**config.mk**
```make
export PLATFORM = sky130hd
export DESIGN_NAME = excl_monitor
export DESIGN_NICKNAME = d
export VERILOG_FILES = /design/src/rtl/excl_mon_pkg.sv /design/src/rtl/excl_rsv_state.sv /design/src/rtl/excl_addr_match.sv /design/src/rtl/excl_rsp_gen.sv /design/src/rtl/excl_monitor.sv
export SDC_FILE = /design/constraint.sdc
export NUM_CORES = 1
export LEC_CHECK = 0
export ABC_AREA = 1
export BUFFER_PORTS_ARGS = -buffer_cell sky130_fd_sc_hd__clkbuf_2
export CAP_MARGIN = 20
export CORE_MARGIN = 1.5
export CORE_UTILIZATION = 23
export CTS_CLUSTER_DIAMETER = 200
export DETAILED_ROUTE_END_ITERATION = 7
export PLACE_DENSITY_LB_ADDON = 0.12
export SLEW_MARGIN = 5
export SYNTH_ARGS = -nofsm -noshare
export SYNTH_HDL_FRONTEND = slang
export SYNTH_SLANG_ARGS = --single-unit
```
**constraint.sdc**
```tcl
create_clock -name clk -period 1.23 [get_ports clk]
set_input_delay 0.246 -clock clk [delete_from_list [all_inputs] [get_ports clk]]
set_output_delay 0.246 -clock clk [all_outputs]
set_load 0.02 [all_outputs]
```
**src/rtl/excl_mon_pkg.sv**
```systemverilog
package excl_mon_pkg;

    localparam int EM_ADDR_W    = 64;
    localparam int EM_RSV_W     = 32;
    localparam int EM_GRAN_LOG2 = 3;
    localparam int EM_STATUS_W  = 32;
    localparam int EM_SIZE_W    = 3;
    localparam int EM_MAX_SIZE  = 4;

    typedef enum logic [1:0] {
        OP_IDLE = 2'b00,
        OP_LDEX = 2'b01,
        OP_STEX = 2'b10,
        OP_RSVD = 2'b11
    } excl_op_e;

    // decoded request for one cycle
    typedef struct packed {
        logic arm;      // load-exclusive that will set the reservation
        logic store;    // store-exclusive attempt
        logic size_ok;  // size code within the legal range
        logic clear;    // clear request present
    } excl_dec_t;

    function automatic logic size_code_legal(input logic [EM_SIZE_W-1:0] code);
        return (int'(code) <= EM_MAX_SIZE);
    endfunction

endpackage

```
**src/rtl/excl_rsv_state.sv**
```systemverilog
module excl_rsv_state #(
    parameter int RSV_W = 32
) (
    input  logic             clk,
    input  logic             rst,
    input  logic             clear,
    input  logic             arm,
    input  logic [RSV_W-1:0] arm_addr,
    input  logic             consume,
    output logic             rsv_valid,
    output logic [RSV_W-1:0] rsv_addr
);
    logic             valid_q;
    logic [RSV_W-1:0] addr_q;

    always_ff @(posedge clk) begin
        if (rst) begin
            valid_q <= 1'b0;
            addr_q  <= '0;
        end else if (clear) begin
            valid_q <= 1'b0;            // address kept
        end else if (arm) begin
            valid_q <= 1'b1;
            addr_q  <= arm_addr;
        end else if (consume) begin
            valid_q <= 1'b0;
        end
    end

    assign rsv_valid = valid_q;
    assign rsv_addr  = addr_q;
endmodule

```
**src/rtl/excl_addr_match.sv**
```systemverilog
module excl_addr_match #(
    parameter int RSV_W     = 32,
    parameter int GRAN_LOG2 = 3
) (
    input  logic             rsv_valid,
    input  logic [RSV_W-1:0] rsv_addr,
    input  logic [RSV_W-1:0] req_addr_lo,
    input  logic             size_ok,
    input  logic             blocked,
    output logic             hit
);
    logic [RSV_W-1:0] gran_mask;
    logic [RSV_W-1:0] diff;

    // bits below the granule are don't-care in the compare
    for (genvar i = 0; i < RSV_W; i++) begin : g_mask
        if (i < GRAN_LOG2) begin : g_lo
            assign gran_mask[i] = 1'b0;
        end else begin : g_hi
            assign gran_mask[i] = 1'b1;
        end
    end

    assign diff = (req_addr_lo ^ rsv_addr) & gran_mask;
    assign hit  = rsv_valid && size_ok && !blocked && (diff == '0);
endmodule

```
**src/rtl/excl_rsp_gen.sv**
```systemverilog
module excl_rsp_gen #(
    parameter int ADDR_W   = 64,
    parameter int SIZE_W   = 3,
    parameter int STATUS_W = 32
) (
    input  logic                clk,
    input  logic                rst,
    input  logic                store,
    input  logic                hit,
    input  logic [ADDR_W-1:0]   addr,
    input  logic [SIZE_W-1:0]   size,
    output logic                rsp_valid,
    output logic [STATUS_W-1:0] rsp_status,
    output logic                mem_we,
    output logic [ADDR_W-1:0]   mem_addr,
    output logic [SIZE_W-1:0]   mem_size
);
    localparam logic [STATUS_W-1:0] STAT_PASS = '0;
    localparam logic [STATUS_W-1:0] STAT_FAIL = STATUS_W'(1);

    always_ff @(posedge clk) begin
        if (rst) begin
            rsp_valid  <= 1'b0;
            rsp_status <= STAT_PASS;
            mem_we     <= 1'b0;
            mem_addr   <= '0;
            mem_size   <= '0;
        end else begin
            rsp_valid <= store;
            mem_we    <= store && hit;
            if (store) begin
                rsp_status <= hit ? STAT_PASS : STAT_FAIL;
                mem_addr   <= addr;
                mem_size   <= size;
            end
        end
    end
endmodule

```
**src/rtl/excl_monitor.sv**
```systemverilog
module excl_monitor
    import excl_mon_pkg::*;
#(
    parameter int ADDR_W    = EM_ADDR_W,
    parameter int RSV_W     = EM_RSV_W,
    parameter int GRAN_LOG2 = EM_GRAN_LOG2,
    parameter int STATUS_W  = EM_STATUS_W,
    parameter int SIZE_W    = EM_SIZE_W
) (
    input  logic                clk,
    input  logic                rst,
    input  logic                req_valid,
    input  logic [1:0]          req_op,
    input  logic [ADDR_W-1:0]   req_addr,
    input  logic [SIZE_W-1:0]   req_size,
    input  logic                clr_req,
    output logic                rsp_valid,
    output logic [STATUS_W-1:0] rsp_status,
    output logic                mem_we,
    output logic [ADDR_W-1:0]   mem_addr,
    output logic [SIZE_W-1:0]   mem_size
);
    excl_dec_t        dec;
    logic             rsv_valid;
    logic [RSV_W-1:0] rsv_addr;
    logic             hit;

    always_comb begin
        dec.clear   = clr_req;
        dec.size_ok = (int'(req_size) <= EM_MAX_SIZE);
        dec.store   = req_valid && (excl_op_e'(req_op) == OP_STEX);
        dec.arm     = req_valid && (excl_op_e'(req_op) == OP_LDEX) && dec.size_ok;
    end

    excl_rsv_state #(.RSV_W(RSV_W)) u_state (
        .clk       (clk),
        .rst       (rst),
        .clear     (dec.clear),
        .arm       (dec.arm),
        .arm_addr  (req_addr[RSV_W-1:0]),
        .consume   (dec.store && hit),
        .rsv_valid (rsv_valid),
        .rsv_addr  (rsv_addr)
    );

    excl_addr_match #(.RSV_W(RSV_W), .GRAN_LOG2(GRAN_LOG2)) u_match (
        .rsv_valid   (rsv_valid),
        .rsv_addr    (rsv_addr),
        .req_addr_lo (req_addr[RSV_W-1:0]),
        .size_ok     (dec.size_ok),
        .blocked     (dec.clear),
        .hit         (hit)
    );

    excl_rsp_gen #(.ADDR_W(ADDR_W), .SIZE_W(SIZE_W), .STATUS_W(STATUS_W)) u_rsp (
        .clk        (clk),
        .rst        (rst),
        .store      (dec.store),
        .hit        (hit),
        .addr       (req_addr),
        .size       (req_size),
        .rsp_valid  (rsp_valid),
        .rsp_status (rsp_status),
        .mem_we     (mem_we),
        .mem_addr   (mem_addr),
        .mem_size   (mem_size)
    );
endmodule

```
==> metrics <==
status complete, no violations; site row count 49; mapped cell area 4235 um2; drt drc 0; Placed Cells 975; Die Width 138.7 um; Setup TNS Final 0 ps; Final Critical Period 1224 ps; Die Y 138.7 um; layout cell share with drive strength beyond 1 31.72%; Clock Latency Late Sink 350 ps; die area 19240 um2; CTS tree done; Post-DP Area 5354 um2; largest net degree at the start of global routing 59; share of the synthesized area in the top cell type 47.27%; Power Density 1335 nW/um2; Worst Skew 3.833 ps; cell area after layout 5761 um2; hold path startpoint req_addr[58]; Synth area leaders dfxtp_1, o21ai_0, nor2_1; # diodes 0; Leakage 2.902 nW; Startpoint Class flip-flop; initial antenna violation count 0; synthesis-stage register bit count 100; IO Port Bufs 142; First DRT Iteration DRCs 89; Worst IR Drop VDD 0.6883 mV; Tot GR Track Use 12.73%; Std-Cell Core Area 18020 um2; Peak Freq 0.8171 GHz; DRT Pass-1 Iters 4; worst flop-to-flop path startpoint u_state.rsv_addr[3]; Netlist cell types 22; Final setup violation count 0; hold slack 110.1 ps; Nets 831; Synth Warn # 0; crit-path max FO 2; Top Usage Layer GRT met2; Post-CTS Hold Fix Bufs 0; Seq/Total Area, Yosys 47.27%; Synth area leader dfxtp_1; Syn Inst Count 591; Worst Path Required 1480 ps; # IOs 174; GPL Wtd Cong 0.7246; CTS max path bufs 2; post-DP HPWL 8907 um; DR vias 4089; post-route ant nets 0; Slew Viols, Final 0; Synth-to-Final Area Change 36.01%; RSZ-0062 raised after global routing true; syn_area_per_cell 7.166 um2; arrival time worst endpoint 1470 ps; global route total overflow 0; MaxCap Viol Count 0; endpoints failing hold 0; Critical Path Source u_state.rsv_addr[3]; CTS H-tree lvls 3; clock sinks 100; Util after Layout 31.96%; grt met1 use 15.63%; vias in the first global route 3922; met2 usage 20.24%; GR Util met3 4.489%; Hold Path Class in2reg; post-route insts no fill 992; cts bufs inserted 9; final wirelength 12160 um; Initial Util 23.50%; crit path capture type flip-flop; Crit Path Category reg2reg; Clk Tree Root Cell clkbuf_16; routed len/inst 12.26 um; Vias/cell 4.122; first-pass GRT wire length 19500 um; Worst-path clk slew 70 ps; final worst path period share 99.50%
[stage by stage]
step           setup slack [ps]  power, W
3_3_place_gp             -167.6  0.004533
2_1_floorplan             161.8  0.004154
5_1_grt                  -129.0  0.008082
6_report                  6.094  0.007692
3_5_place_dp             -151.6  0.004542
4_1_cts                  -15.09  0.007837
[power breakdown]
group / internal [W] / total (W) / switching (W)
combinational: 0.000377 / 0.00102 / 0.000646
sequential: 0.00338 / 0.00345 / 0.0000697
clock: 0.00187 / 0.00322 / 0.00135
total: 0.00562 / 0.00769 / 0.00207
[cell usage in the layout, fill, tap and decap left out, drive strengths merged]
master | Yosys | routed
clkbuf | 17 | 152
and3b | 1 | 1
inv | 73 | 76
bufinv | 0 | 2
buf | 44 | 45
a21oi | 56 | 56
clkinv | 1 | 2
nor2 | 99 | 99
o21ai | 98 | 98
conb | 1 | 31
dfxtp | 100 | 100
nand3 | 2 | 2
nand4 | 1 | 1
nand2 | 94 | 94
xnor2 | 4 | 4
[synth_stat cells]
| master | number |
|---|---|
| nand4_1 | 1 |
| inv_1 | 72 |
| nor2_4 | 1 |
| conb_1 | 1 |
| nand2_1 | 94 |
| o21ai_1 | 4 |
| xnor2_1 | 4 |
| nand3_2 | 1 |
| o21ai_0 | 94 |
| and3b_1 | 1 |
| clkinv_1 | 1 |
| a21oi_1 | 56 |
| buf_2 | 8 |
| buf_6 | 3 |
| nand3_1 | 1 |
| buf_1 | 1 |
| dfxtp_1 | 100 |
| inv_2 | 1 |
| buf_4 | 32 |
| nor2_1 | 98 |
| clkbuf_2 | 2 |
| clkbuf_1 | 15 |
[timing repair]
action,CTS,global route
setup buffers,0,1
resized for setup,10,28
gates cloned,0,0
endpoints found under the setup margin,2,3
pin swaps,4,13
[final timing paths]
path | to | slack (ps) | depth (start not counted)
setup reg to reg | u_state.rsv_valid | 6 | 11
setup / recovery | u_state.rsv_valid | 6 | 11
hold reg to reg | u_state.rsv_valid | 460 | 2
hold / removal | u_rsp.mem_addr[58] | 110 | 3
[area by class of cell]
class,instances,area (um2)
Tap cell,229,286.5
Clock inverter,6,93.84
Sequential cell,100,2014
Multi-Input combinational cell,386,1738
Inverter,74,277.8
Timing Repair Buffer,187,1111
Fill cell,2002,12260
Clock buffer,10,239.0
[metal layers]
metal  part of all wire [%]  vias up  wire length (um)
met5                      0        -                 0
met4                    2.3        0               282
met3                    7.4       18               895
met2                     45      121              5452
met1                     45     1832              5533
li1                       -     2118                 -
[critical path: stages (launching register included)]
cell and delay (ps):
dfxtp_2 330, buf_4 120, nand2_1 60, nand2_1 50
inv_1 40, nand2_1 40, nor2_1 90, nand2_1 100
nor2_4 120, nand2_4 60, nand2_2 60, a21oi_2 40
[registers in the layout, summed over array words and instances (netlist names)]
name	flops
u_rsp.mem_addr	64
u_state.rsv_addr	29
u_rsp.mem_size	3
u_rsp.mem_we	1
u_rsp.rsp_status	1
u_rsp.rsp_valid	1
u_state.rsv_valid	1
[kinds of logic after synthesis]
group | Yosys count | synth area share [%]
simple gates | 197 | 17.99
flops | 100 | 47.27
xor+xnor | 4 | 0.8271
compound gates | 154 | 18.20
other cells | 1 | 0.08854
buf+inv | 135 | 15.63
Power figures use the tool's default switching activity.
